--- src/rtl/refresh_pkg.sv ---
package refresh_pkg;

  typedef enum logic [1:0] {
    PH_PAUSE = 2'd0,
    PH_WAKE  = 2'd1,
    PH_RUN   = 2'd2
  } phase_t;

  typedef enum logic [1:0] {
    CY_IDLE   = 2'd0,
    CY_CASPRE = 2'd1,
    CY_RASLOW = 2'd2,
    CY_PRECH  = 2'd3
  } cyc_t;

  typedef enum logic [1:0] {
    DUR_SETUP = 2'd0,
    DUR_PULSE = 2'd1,
    DUR_PRE   = 2'd2
  } dur_t;

  // control -> datapath
  typedef struct packed {
    logic pauseEn;
    logic intRun;
    logic intLoad;
    logic debtClr;
    logic debtDec;
    logic wakeLoad;
    logic wakeDec;
    logic tmrLoad;
    dur_t tmrSel;
  } ctl_strobe_t;

  // datapath -> control
  typedef struct packed {
    logic pauseDone;
    logic debtOver;
    logic debtPend;
    logic wakePend;
    logic wakeLast;
    logic tmrZero;
  } dp_status_t;

endpackage

--- src/rtl/refresh_dp.sv ---
module refresh_dp
  import refresh_pkg::*;
#(
  parameter int PAUSE_CYC     = 20000,
  parameter int WAKE_COUNT    = 8,
  parameter int INTERVAL_CYC  = 1560,
  parameter int CAS_SETUP_CYC = 2,
  parameter int RAS_PULSE_CYC = 6,
  parameter int RAS_PRE_CYC   = 4,
  parameter int DEBT_LIMIT    = 4
) (
  input  logic        clk,
  input  logic        rstN,
  input  ctl_strobe_t strobes,
  output dp_status_t  status
);

  localparam int PW = $clog2(PAUSE_CYC + 1);
  localparam int IW = $clog2(INTERVAL_CYC + 1);
  localparam int DW = $clog2(DEBT_LIMIT + 2);
  localparam int WW = $clog2(WAKE_COUNT + 1);
  localparam int MAX_A = (CAS_SETUP_CYC > RAS_PULSE_CYC) ? CAS_SETUP_CYC : RAS_PULSE_CYC;
  localparam int MAX_DUR = (MAX_A > RAS_PRE_CYC) ? MAX_A : RAS_PRE_CYC;
  localparam int TW = $clog2(MAX_DUR + 1);

  localparam logic [PW-1:0] PAUSE_LAST = PW'(PAUSE_CYC - 1);
  localparam logic [IW-1:0] INT_LAST   = IW'(INTERVAL_CYC - 1);
  localparam logic [WW-1:0] WAKE_INIT  = WW'(WAKE_COUNT);
  localparam logic [DW:0]   DEBT_LIM_W = (DW + 1)'(DEBT_LIMIT);
  localparam logic [TW-1:0] SETUP_LAST = TW'(CAS_SETUP_CYC - 1);
  localparam logic [TW-1:0] PULSE_LAST = TW'(RAS_PULSE_CYC - 1);
  localparam logic [TW-1:0] PRE_LAST   = TW'(RAS_PRE_CYC - 1);

  logic [PW-1:0] pauseCnt;
  logic [IW-1:0] intCnt;
  logic [DW-1:0] debtQ;
  logic [DW:0]   debtNext;
  logic [WW-1:0] wakeLeft;
  logic [TW-1:0] tmrQ;
  logic [TW-1:0] tmrInit;
  logic          tick;

  // power-up pause
  always_ff @(posedge clk or negedge rstN) begin
    if (!rstN)                                     pauseCnt <= '0;
    else if (strobes.pauseEn && pauseCnt != PAUSE_LAST) pauseCnt <= pauseCnt + PW'(1);
  end

  // refresh interval down-counter
  assign tick = strobes.intRun && (intCnt == '0);

  always_ff @(posedge clk or negedge rstN) begin
    if (!rstN)                intCnt <= '0;
    else if (strobes.intLoad) intCnt <= INT_LAST;
    else if (tick)            intCnt <= INT_LAST;
    else if (strobes.intRun)  intCnt <= intCnt - IW'(1);
  end

  // owed refreshes: a tick and a completion on the same edge cancel
  assign debtNext = {1'b0, debtQ} + {{DW{1'b0}}, tick} - {{DW{1'b0}}, strobes.debtDec};

  always_ff @(posedge clk or negedge rstN) begin
    if (!rstN)                debtQ <= '0;
    else if (strobes.debtClr) debtQ <= '0;
    else                      debtQ <= debtNext[DW-1:0];
  end

  // wake-up cycles still to issue
  always_ff @(posedge clk or negedge rstN) begin
    if (!rstN)                 wakeLeft <= '0;
    else if (strobes.wakeLoad) wakeLeft <= WAKE_INIT;
    else if (strobes.wakeDec)  wakeLeft <= wakeLeft - WW'(1);
  end

  // strobe phase duration timer
  always_comb begin
    case (strobes.tmrSel)
      DUR_SETUP: tmrInit = SETUP_LAST;
      DUR_PULSE: tmrInit = PULSE_LAST;
      default:   tmrInit = PRE_LAST;
    endcase
  end

  always_ff @(posedge clk or negedge rstN) begin
    if (!rstN)                tmrQ <= '0;
    else if (strobes.tmrLoad) tmrQ <= tmrInit;
    else if (tmrQ != '0)      tmrQ <= tmrQ - TW'(1);
  end

  assign status.pauseDone = (pauseCnt == PAUSE_LAST);
  assign status.debtOver  = (debtNext > DEBT_LIM_W);
  assign status.debtPend  = (debtQ != '0);
  assign status.wakePend  = (wakeLeft != '0);
  assign status.wakeLast  = (wakeLeft == WW'(1));
  assign status.tmrZero   = (tmrQ == '0);

endmodule

--- src/rtl/refresh_ctrl.sv ---
module refresh_ctrl
  import refresh_pkg::*;
(
  input  logic        clk,
  input  logic        rstN,
  input  logic        busGrant,
  input  dp_status_t  status,
  output ctl_strobe_t strobes,
  output logic        refReq,
  output logic        rasN,
  output logic        casN,
  output logic        weN,
  output logic        oeN,
  output logic        ready,
  output logic        overrun
);

  phase_t phaseQ, phaseNext;
  cyc_t   cycQ, cycNext;
  logic   overrunQ;

  logic done, pending, start, overrunHit, wakeFinish;

  assign done       = (cycQ == CY_RASLOW) && status.tmrZero;
  assign pending    = ((phaseQ == PH_WAKE) && status.wakePend) ||
                      ((phaseQ == PH_RUN) && status.debtPend);
  assign start      = (cycQ == CY_IDLE) && pending && busGrant;
  assign overrunHit = (phaseQ == PH_RUN) && status.debtOver;
  assign wakeFinish = (phaseQ == PH_WAKE) && done && status.wakeLast;

  always_comb begin
    strobes          = '0;
    strobes.pauseEn  = (phaseQ == PH_PAUSE);
    strobes.intRun   = (phaseQ == PH_RUN);
    strobes.intLoad  = wakeFinish;
    strobes.debtClr  = overrunHit || wakeFinish;
    strobes.debtDec  = (phaseQ == PH_RUN) && done;
    strobes.wakeLoad = ((phaseQ == PH_PAUSE) && status.pauseDone) || overrunHit;
    strobes.wakeDec  = (phaseQ == PH_WAKE) && done;
    strobes.tmrSel   = DUR_SETUP;
    if (start) begin
      strobes.tmrLoad = 1'b1;
      strobes.tmrSel  = DUR_SETUP;
    end else if ((cycQ == CY_CASPRE) && status.tmrZero) begin
      strobes.tmrLoad = 1'b1;
      strobes.tmrSel  = DUR_PULSE;
    end else if (done) begin
      strobes.tmrLoad = 1'b1;
      strobes.tmrSel  = DUR_PRE;
    end
  end

  always_comb begin
    phaseNext = phaseQ;
    case (phaseQ)
      PH_PAUSE: if (status.pauseDone) phaseNext = PH_WAKE;
      PH_WAKE:  if (wakeFinish)       phaseNext = PH_RUN;
      PH_RUN:   if (overrunHit)       phaseNext = PH_WAKE;
      default:                        phaseNext = PH_PAUSE;
    endcase
  end

  always_comb begin
    cycNext = cycQ;
    case (cycQ)
      CY_IDLE:   if (start)          cycNext = CY_CASPRE;
      CY_CASPRE: if (status.tmrZero) cycNext = CY_RASLOW;
      CY_RASLOW: if (status.tmrZero) cycNext = CY_PRECH;
      default:   if (status.tmrZero) cycNext = CY_IDLE;
    endcase
  end

  always_ff @(posedge clk or negedge rstN) begin
    if (!rstN) begin
      phaseQ   <= PH_PAUSE;
      cycQ     <= CY_IDLE;
      overrunQ <= 1'b0;
    end else begin
      phaseQ   <= phaseNext;
      cycQ     <= cycNext;
      overrunQ <= overrunHit;
    end
  end

  assign casN    = !((cycQ == CY_CASPRE) || (cycQ == CY_RASLOW));
  assign rasN    = (cycQ != CY_RASLOW);
  assign weN     = 1'b1;
  assign oeN     = 1'b1;
  assign refReq  = pending || (cycQ != CY_IDLE);
  assign ready   = (phaseQ == PH_RUN);
  assign overrun = overrunQ;

endmodule

--- src/rtl/dram_refresh_mgr.sv ---
module dram_refresh_mgr
  import refresh_pkg::*;
#(
  parameter int PAUSE_CYC     = 20000,
  parameter int WAKE_COUNT    = 8,
  parameter int INTERVAL_CYC  = 1560,
  parameter int CAS_SETUP_CYC = 2,
  parameter int RAS_PULSE_CYC = 6,
  parameter int RAS_PRE_CYC   = 4,
  parameter int DEBT_LIMIT    = 4
) (
  input  logic clk,
  input  logic rstN,
  input  logic busGrant,
  output logic refReq,
  output logic rasN,
  output logic casN,
  output logic weN,
  output logic oeN,
  output logic ready,
  output logic overrun
);

  ctl_strobe_t strobes;
  dp_status_t  status;

  refresh_ctrl ctrl_i (
    .clk      (clk),
    .rstN     (rstN),
    .busGrant (busGrant),
    .status   (status),
    .strobes  (strobes),
    .refReq   (refReq),
    .rasN     (rasN),
    .casN     (casN),
    .weN      (weN),
    .oeN      (oeN),
    .ready    (ready),
    .overrun  (overrun)
  );

  refresh_dp #(
    .PAUSE_CYC     (PAUSE_CYC),
    .WAKE_COUNT    (WAKE_COUNT),
    .INTERVAL_CYC  (INTERVAL_CYC),
    .CAS_SETUP_CYC (CAS_SETUP_CYC),
    .RAS_PULSE_CYC (RAS_PULSE_CYC),
    .RAS_PRE_CYC   (RAS_PRE_CYC),
    .DEBT_LIMIT    (DEBT_LIMIT)
  ) dp_i (
    .clk     (clk),
    .rstN    (rstN),
    .strobes (strobes),
    .status  (status)
  );

endmodule

--- config.mk ---
export PLATFORM = sky130hd
export DESIGN_NAME = dram_refresh_mgr
export DESIGN_NICKNAME = d
export VERILOG_FILES = /design/src/rtl/refresh_pkg.sv /design/src/rtl/refresh_dp.sv /design/src/rtl/refresh_ctrl.sv /design/src/rtl/dram_refresh_mgr.sv
export SDC_FILE = /design/constraint.sdc
export NUM_CORES = 1
export LEC_CHECK = 0
export ABC_AREA = 0
export BUFFER_PORTS_ARGS = -buffer_cell sky130_fd_sc_hd__buf_2
export CAP_MARGIN = 30
export CORE_UTILIZATION = 50
export CTS_CLUSTER_DIAMETER = 60
export DETAILED_ROUTE_END_ITERATION = 12
export GPL_ROUTABILITY_DRIVEN = 1
export HOLD_SLACK_MARGIN = 0.05
export PLACE_DENSITY = 0.76
export SLEW_MARGIN = 5
export SYNTH_ARGS = -nofsm -noshare
export SYNTH_HDL_FRONTEND = slang
export SYNTH_SLANG_ARGS = --single-unit
--- constraint.sdc ---
create_clock -name clk -period 6.1 [get_ports clk]
set_input_delay 0.915 -clock clk [delete_from_list [all_inputs] [get_ports clk]]
set_output_delay 0.915 -clock clk [all_outputs]
set_load 0.01 [all_outputs]
==> results of run 1 <==
## synthesized netlist by cell type (7+ instances only)
cell type and instances:
and3_1 8, or3_1 7, nand3_1 16, o21ai_0 8, a21oi_1 9, dfrtp_1 41
ha_1 15, inv_1 19, nor2_1 18, xnor2_1 13, nor3_1 11, nand2_1 14
## how the worst min path moves through the flow
stage	cells after the start	start	endpoint	slack, ns
floorplan	1	dp_i.pauseCnt[14]	dp_i.pauseCnt[14]	0.43
global placement	1	dp_i.pauseCnt[14]	dp_i.pauseCnt[14]	0.46
detailed placement	1	dp_i.pauseCnt[14]	dp_i.pauseCnt[14]	0.46
CTS	1	dp_i.pauseCnt[14]	dp_i.pauseCnt[14]	0.47
global route	1	dp_i.pauseCnt[14]	dp_i.pauseCnt[14]	0.49
finish	1	dp_i.pauseCnt[14]	dp_i.pauseCnt[14]	0.48
## metrics by stage
stage / power (mW) / hold slack [ns] / instance area (µm²)
after CTS: 0.515 / 0.473 / 2650
after global placement: 0.284 / 0.457 / 2530
after floorplan: 0.279 / 0.434 / 2440
after global routing: 0.530 / 0.487 / 2680
final: 0.512 / 0.481 / 2680
after detailed placement: 0.284 / 0.462 / 2530
## kinds of logic (layout without fill, tap and decap cells)
logic type / Yosys count / in the layout / share of synthesized area
AND/OR/NAND/NOR: 106 / 106 / 0.254
AO/OA/AOI/OAI: 41 / 41 / 0.123
flip-flops: 41 / 41 / 0.420
buffers and inverters: 25 / 36 / 0.0451
adder cells (fa/ha/maj): 16 / 16 / 0.0851
XOR/XNOR: 16 / 16 / 0.0574
multiplexers: 3 / 3 / 0.0138
other: 1 / 2 / 0.00154
## per-layer routing
metal,up-vias,share of wire,GRT usage
met3,2,0.036,0.0450
li1,915,-,-
met2,33,0.48,0.336
met1,888,0.47,0.262
met4,0,0.0084,0.0763
met5,-,0,0
## flip-flops by register name, indices dropped and copies added (netlist names)
name,flops
dp_i.tmrQ,3
dp_i.pauseCnt,15
dp_i.intCnt,11
ctrl_i.cycQ,2
ctrl_i.phaseQ,2
dp_i.debtQ,3
dp_i.wakeLeft,4
ctrl_i.overrun,1
## power by group through the flow
stage | clock, mW | sequential, mW | combinational, mW
3_5_place_dp | 0 | 0.277 | 0.00697
3_3_place_gp | 0 | 0.277 | 0.00678
5_1_grt | 0.248 | 0.272 | 0.0104
2_1_floorplan | 0 | 0.277 | 0.00166
6_report | 0.232 | 0.272 | 0.00860
4_1_cts | 0.237 | 0.272 | 0.00697
## cell type report
type / instances / area [µm²]
Timing Repair Buffer: 8 / 62.6
Tap cell: 67 / 83.8
Inverter: 20 / 75.1
Fill cell: 412 / 2050
Clock buffer: 6 / 82.6
Clock inverter: 2 / 37.5
Multi-Input combinational cell: 184 / 1310
Sequential cell: 41 / 1030
## worst register-to-register path, stage by stage (launching register included)
cell and delay, ns:
dfrtp_1 0.41, inv_1 0.09, ha_1 0.26, nand3b_1 0.25, nor2_1 0.18, ha_1 0.26, inv_1 0.06, ha_1 0.15
inv_1 0.05, fa_1 0.38, xnor2_1 0.15, a21boi_1 0.14, o31a_1 0.40, or3_1 0.40
==> impl_metrics.json, run 1 <==
{
  "clk_latency_ns": 0.29,
  "endpoint_kind": "register",
  "area_growth_pct": 9.64,
  "final_common_cell": "dfrtp_1",
  "core-area_um2": 4720,
  "viasPerCell": 5.60,
  "final_cells": 328,
  "cts_buffers": 5,
  "cts.clk_slew.worst_paths_ns": 0.09,
  "powerDensity_nw_per_um2": 191,
  "critPathArrivalTime_ns": 3.47,
  "ys.flop_type": "dfrtp_1",
  "critPathBufInv": 3,
  "yosys-top-cells-area": "dfrtp_1, ha_1, xnor2_1, nand3_1, inv_1",
  "drc": 0,
  "r2r_slack_ns": 2.81,
  "clock_sinks": 41,
  "drive_gt1_frac": 0.115,
  "seq_power_share": 0.530,
  "synthesis.area_um2": 2440,
  "antenna_found_initial": 0,
  "worst_pin_slew_ns": 0.833,
  "preCtsSetupSlack_ns": 2.85,
  "cp_cell_sequence": "inv_1 -> ha_1 -> nand3b_1 -> nor2_1 -> ha_1 -> inv_1 -> ha_1 -> inv_1 -> fa_1 -> xnor2_1 -> a21boi_1 -> o31a_1 -> or3_1",
  "antenna_left": 0,
  "ys_seq_elements": 41,
  "postLayoutCoreUtil": 0.567,
  "post-route-min-period_ns": 3.29,
  "cts_buffer_depth": 2,
  "fin_crit_sh": 0.539,
  "dp_cells": 319,
  "async_reset_ff_frac": 1.00,
  "grt_max_degree": 42,
  "worstPathMaxFanout": 9,
  "rr_worst_depth": 13,
  "fin_ws_ns": 2.81,
  "syn_area_per_cell_um2": 9.80,
  "h-tree-depth": 2,
  "crit_end": "dp_i.wakeLeft[3]",
  "grt_pass1_wl_mm": 8.05,
  "clock.fmax_mhz": 304,
  "cp_slowest_cell": "dfrtp_1",
  "synth_largest_area_cell": "dfrtp_1",
  "gp_congestion": 0.867,
  "clockRootBuffer": "clkbuf_8",
  "wire_per_inst_um": 14.4,
  "cap_violations": 0,
  "rows": 25,
  "hold_buffers": 0,
  "peakVddDrop_v": 0.000171,
  "p_sw_mw": 0.105,
  "crit_type": "register to register",
  "p_int_mw": 0.407,
  "critical-path-top-delay-family": "adder cells",
  "mostFrequentLayoutCells": "dfrtp_1, inv_1, nor2_1, nand3_1, ha_1",
  "synth_edf_count": 0,
  "netlist.area_leader.share": 0.420,
  "run_status": "finished clean",
  "routed_wl_mm": 4.74,
  "postCtsSetupBuffers": 0,
  "cts_resized": 0,
  "numPortBuffers": 7,
  "clockPowerShare": 0.453,
  "synth_cell_type_count": 57,
  "max_stage_delay_ns": 0.41,
  "r2r-start": "ctrl_i.cycQ[0]",
  "nNetsFinal": 279,
  "die_y_um": 71.9,
  "switching_share": 0.206,
  "die-area_um2": 5170,
  "hpwl_mm": 3.27,
  "n_antenna_cell": 0,
  "cts_tree": "done",
  "ios": 10,
  "die_width_um": 71.9,
  "p_comb_frac": 0.017,
  "start_kind": "register",
  "synthCells": 249,
  "drv_slew": 0,
  "grt_pass1_vias": 1742,
  "final.setup_skew_ns": 0.0109,
  "seq_area_frac_synth": 0.420,
  "hold_class": "register to register",
  "start_util": 0.517,
  "hold_viol_final": 0,
  "drt_pass1_iterations": 4,
  "num_vias": 1838,
  "fin_tns_setup_ns": 0,
  "crit_start": "ctrl_i.cycQ[0]",
  "overflow": 0,
  "grt_use_total": 0.204,
  "slew_headroom": 0.440,
  "synth_warnings": 0,
  "r2r-end": "dp_i.wakeLeft[3]",
  "crit_cells": 13,
  "p_leak_nw": 1.20,
  "drt_iter0_drc": 154,
  "rsz0062_at_grt": "false",
  "setup_viol": 0,
  "crit_required_ns": 6.28
}
(Power assumes the default switching activity.)
==> run 2, diff against run 1 <==
Settings changed: PLACE_DENSITY 0.76 to 0.78.
Clock period 6.1 ns to 2.8 ns, I/O delays scaled along.
==> impl_metrics.json, run 2 (synthesized netlist as in run 1, its figures left out) <==
{
  "run_status": "finished with violations",
  "violations": "negative setup slack",
  "die_width_um": 71.9,
  "powerDensity_nw_per_um2": 385,
  "ios": 10,
  "slew_headroom": 0.449,
  "num_vias": 1918,
  "clockRootBuffer": "clkbuf_8",
  "antenna_left": 0,
  "p_comb_frac": 0.017,
  "final_cells": 346,
  "grt_max_degree": 42,
  "worst_pin_slew_ns": 0.819,
  "drt_iter0_drc": 99,
  "crit_type": "register to register",
  "routed_wl_mm": 4.84,
  "placed_area_um2": 2640,
  "drt_pass1_iterations": 4,
  "wire_per_inst_um": 14.0,
  "mostFrequentLayoutCells": "dfrtp_1, inv_1, nor2_1, nand3_1, buf_4",
  "p_int_mw": 0.887,
  "design_area_um2": 2880,
  "regMostFlops": "dp_i.pauseCnt",
  "cts.clk_slew.worst_paths_ns": 0.08,
  "rows": 25,
  "dp_cells": 333,
  "die-area_um2": 5170,
  "clock.fmax_mhz": 355,
  "core-area_um2": 4720,
  "start_util": 0.517,
  "grt_pass1_vias": 1952,
  "setup_viol": 2,
  "largestRegisters": "dp_i.pauseCnt (15), dp_i.intCnt (11), dp_i.wakeLeft (4)",
  "hpwl_mm": 3.49,
  "fin_crit_sh": 1.01,
  "critPathArrivalTime_ns": 2.98,
  "postLayoutCoreUtil": 0.610,
  "area_growth_pct": 18.0,
  "endpoint_kind": "register",
  "rsz0062_at_grt": "true",
  "final.setup_skew_ns": 0.00784,
  "preCtsSetupSlack_ns": -0.0484,
  "fin_ws_ns": -0.0164,
  "hold_viol_final": 0,
  "drc": 0,
  "nFillCells": 379,
  "gp_congestion": 0.819,
  "r2r_slack_ns": -0.02,
  "switching_share": 0.199,
  "final_common_cell": "dfrtp_1",
  "grt_use_total": 0.212,
  "viasPerCell": 5.54,
  "crit_required_ns": 2.96,
  "die_y_um": 71.9,
  "cap_violations": 0,
  "p_sw_mw": 0.221,
  "peakVddDrop_v": 0.000182,
  "antenna_found_initial": 0,
  "clock_sinks": 41,
  "seq_power_share": 0.534,
  "drive_gt1_frac": 0.219,
  "clk_latency_ns": 0.30,
  "numPortBuffers": 7,
  "cts_buffers": 5,
  "overflow": 0,
  "p_leak_nw": 1.29,
  "cts_tree": "done",
  "post-route-min-period_ns": 2.82,
  "largest_reg_flops": 15,
  "grt_pass1_wl_mm": 8.50,
  "clockPowerShare": 0.449,
  "hold_class": "register to register",
  "n_antenna_cell": 0,
  "nNetsFinal": 297,
  "h-tree-depth": 2,
  "drv_slew": 0,
  "worstPathMaxFanout": 4,
  "cts_buffer_depth": 2,
  "start_kind": "register"
}
## run 2: changes by cell type in the layout (fill, tap and decap cells not counted), moves of 2 or more
| cell | previous run | this run |
|---|---|---|
| buf_4 | 0 | 15 |
| buf_6 | 0 | 2 |
| ha_1 | 15 | 12 |
| ha_2 | 0 | 2 |
| inv_1 | 19 | 16 |
| inv_2 | 1 | 4 |
| nor2_1 | 18 | 16 |
| nor3_1 | 11 | 8 |
| nor3_2 | 1 | 4 |
## run 2: layout make-up
cell class,instances,area [µm²],share of cell area
tap,67,83.8,0.0291
clock buffer,7,86.3,0.0300
multi-input combinational,184,1380,0.479
inverter,20,75.1,0.0261
sequential,41,1030,0.356
clock inverter,1,30.0,0.0104
timing repair buffer,26,200,0.0695
## run 2: worst max-delay path, cell delays in order (launching register included)
cell	delay (ns)
dfrtp_1	0.39
inv_2	0.06
ha_2	0.17
nand3b_1	0.11
nor2_2	0.14
ha_1	0.24
inv_1	0.06
ha_2	0.18
inv_2	0.04
fa_2	0.35
xnor2_2	0.15
a21boi_2	0.16
o31a_1	0.34
a2111oi_1	0.30
## run 2: power groups by stage
| stage | Sequential, mW | Clock, mW | Combinational [mW] |
|---|---|---|---|
| global route | 0.591 | 0.530 | 0.0220 |
| global placement | 0.603 | 0 | 0.0149 |
| floorplan | 0.604 | 0 | 0.00362 |
| CTS | 0.591 | 0.507 | 0.0153 |
| finish | 0.591 | 0.498 | 0.0186 |
| detailed placement | 0.603 | 0 | 0.0153 |
## run 2: metal layers
layer,routed length [µm],track usage
met1,2260,0.258
met2,2400,0.369
met3,115,0.0422
met4,70,0.0828
met5,0,0
## run 2: repair_timing
item	4_1_cts	5_1_grt
resized for setup	4	13
endpoints found under the setup margin	7	9
hold buffers	0	1
endpoints found under the hold margin	0	12
buffers inserted	2	1
pin swaps	5	9
## run 2: final timing paths
kind                                     end  cells past startpoint               from
max                         dp_i.wakeLeft[1]                     13       dp_i.tmrQ[1]
min                        dp_i.pauseCnt[14]                      1  dp_i.pauseCnt[14]
max reg2reg                 dp_i.wakeLeft[1]                     13       dp_i.tmrQ[1]
min reg2reg                dp_i.pauseCnt[14]                      1  dp_i.pauseCnt[14]
max in group asynchronous   dp_i.pauseCnt[8]                      3               rstN
min in group asynchronous     dp_i.intCnt[0]                      2               rstN
## run 2: stage by stage
step                setup TNS (ns)  hold WS, ns  total power [mW]
detailed placement         -0.0912        0.460             0.619
global placement                 0        0.454             0.618
floorplan                   -0.169        0.124             0.607
global route                -0.813        0.489              1.14
CTS                        -0.0453        0.284              1.11
finish                     -0.0321        0.470              1.11
==> run 3, diff against run 2 <==
Settings changed: CAP_MARGIN 30 to default, TNS_END_PERCENT from default to 50.
==> impl_metrics.json, run 3 (synthesized netlist as in run 1, its figures left out) <==
{
  "run_status": "finished with violations",
  "violations": "negative setup slack",
  "n_antenna_cell": 0,
  "drv_slew": 0,
  "hpwl_mm": 3.49,
  "endpoint_kind": "register",
  "antenna_found_initial": 0,
  "cp_cell_sequence": "inv_2 -> ha_4 -> nand3b_1 -> nor2_1 -> ha_1 -> inv_1 -> ha_2 -> inv_2 -> fa_2 -> xnor2_2 -> a21boi_2 -> o31a_1 -> or3_1",
  "cp_slowest_cell": "dfrtp_1",
  "powerDensity_nw_per_um2": 387,
  "start_util": 0.517,
  "hold_viol_final": 0,
  "cts_buffer_depth": 2,
  "clock.fmax_mhz": 351,
  "numPortBuffers": 7,
  "final_common_cell": "dfrtp_1",
  "crit_type": "register to register",
  "nNetsFinal": 298,
  "grt_max_degree": 42,
  "rows": 25,
  "area_growth_pct": 17.0,
  "drt_pass1_iterations": 4,
  "drt_iter0_drc": 141,
  "max_stage_delay_ns": 0.39,
  "hold_class": "input pin to async pin",
  "setup_viol": 5,
  "wire_per_inst_um": 14.5,
  "num_vias": 1932,
  "dp_cells": 332,
  "h-tree-depth": 2,
  "die_y_um": 71.9,
  "start_kind": "register",
  "antenna_left": 0,
  "core-area_um2": 4720,
  "grt_pass1_wl_mm": 8.51,
  "drc": 0,
  "preCtsSetupSlack_ns": -0.0771,
  "hold_buffers": 0,
  "viasPerCell": 5.57,
  "clock_sinks": 41,
  "largest_reg_flops": 15,
  "drive_gt1_frac": 0.221,
  "slew_headroom": 0.390,
  "crit_required_ns": 2.98,
  "fin_ws_ns": -0.0511,
  "routed_wl_mm": 5.02,
  "peakVddDrop_v": 0.000160,
  "cts_tree": "done",
  "ios": 10,
  "gp_congestion": 0.853,
  "p_leak_nw": 1.30,
  "critPathArrivalTime_ns": 3.03,
  "grt_use_total": 0.210,
  "seq_area_um2": 1030,
  "critPathMostFrequentCell": "inv_2",
  "fin_crit_sh": 1.02,
  "worst_pin_slew_ns": 0.915,
  "cap_violations": 0,
  "nFillCells": 369,
  "cts_buffers": 5,
  "clockRootBuffer": "clkbuf_8",
  "die_width_um": 71.9,
  "worstPathMaxFanout": 6,
  "overflow": 0,
  "multi_input_area_um2": 1370,
  "final.setup_skew_ns": 0.00791,
  "cts.clk_slew.worst_paths_ns": 0.08,
  "mostFrequentLayoutCells": "dfrtp_1, buf_4, nor2_1, nand3_1, inv_1",
  "grt_pass1_vias": 1897,
  "regMostFlops": "dp_i.pauseCnt",
  "clk_latency_ns": 0.30,
  "post-route-min-period_ns": 2.85,
  "die-area_um2": 5170,
  "rsz0062_at_grt": "true",
  "final_cells": 347,
  "largestRegisters": "dp_i.pauseCnt (15), dp_i.intCnt (11), dp_i.wakeLeft (4)"
}
-- run 3: path summary, 6_finish.rpt --
path                                          end  slack [ns]               from  depth (start not counted)
min in group clk                dp_i.pauseCnt[14]        0.48  dp_i.pauseCnt[14]                          1
max in group asynchronous        dp_i.pauseCnt[1]        1.97               rstN                          1
worst max-delay path             dp_i.wakeLeft[3]       -0.05     ctrl_i.cycQ[0]                         13
worst min register to register  dp_i.pauseCnt[14]        0.48  dp_i.pauseCnt[14]                          1
worst min-delay path               dp_i.intCnt[5]        0.25               rstN                          1
worst max register to register   dp_i.wakeLeft[3]       -0.05     ctrl_i.cycQ[0]                         13
-- run 3: layer usage --
layer  GRT usage  routed length [µm]  share of wire
met5           0                   0              0
met4      0.0784                  87          0.017
met3      0.0450                 133          0.027
met2       0.339                2460           0.49
met1       0.278                2340           0.47
-- run 3: worst max-delay path: cells and delay by family (launching register included) --
kind / cells / cell delay (ns)
xor gates and xnor gates: 1 / 0.16
DFF: 1 / 0.39
and+or+nand+nor: 3 / 0.58
AOI/OAI and AO/OA: 2 / 0.50
buffers and inverters: 3 / 0.20
adders and majority gates: 4 / 0.92
-- run 3: metrics by stage --
stage | hold slack (ns) | TNS (ns) | total power, mW | util | cell area (µm²)
2_1_floorplan | 0.124 | -0.175 | 0.607 | - | 2450
3_3_place_gp | 0.456 | 0 | 0.618 | 0.558 | 2630
3_5_place_dp | 0.473 | -0.111 | 0.619 | 0.558 | 2630
4_1_cts | 0.285 | 0 | 1.11 | 0.589 | 2780
5_1_grt | 0.323 | -1.24 | 1.14 | 0.605 | 2860
6_report | 0.248 | -0.159 | 1.10 | 0.605 | 2860
-- run 3: area by class of cell --
class                   count  share of cell area
multi-input cells         184               0.479
flip-flops and latches     41               0.359
repair buffers             27              0.0649
clock buffers               7              0.0302
well taps                  67              0.0294
inverters                  20              0.0263
clock inverters             1              0.0105
-- run 3: what timing repair did --
| item | in CTS | in global routing |
|---|---|---|
| buffers inserted | 2 | 5 |
| pin swaps | 4 | 3 |
| gates resized for setup | 5 | 8 |
| hold endpoints to repair | 0 | 0 |
| setup endpoints to repair | 3 | 9 |
-- run 3: power breakdown --
part	internal (mW)	leakage (nW)	total [mW]	switching (mW)
Clock	0.291	0.0585	0.499	0.208
Combinational	0.00111	0.682	0.0145	0.0134
Sequential	0.591	0.559	0.591	0
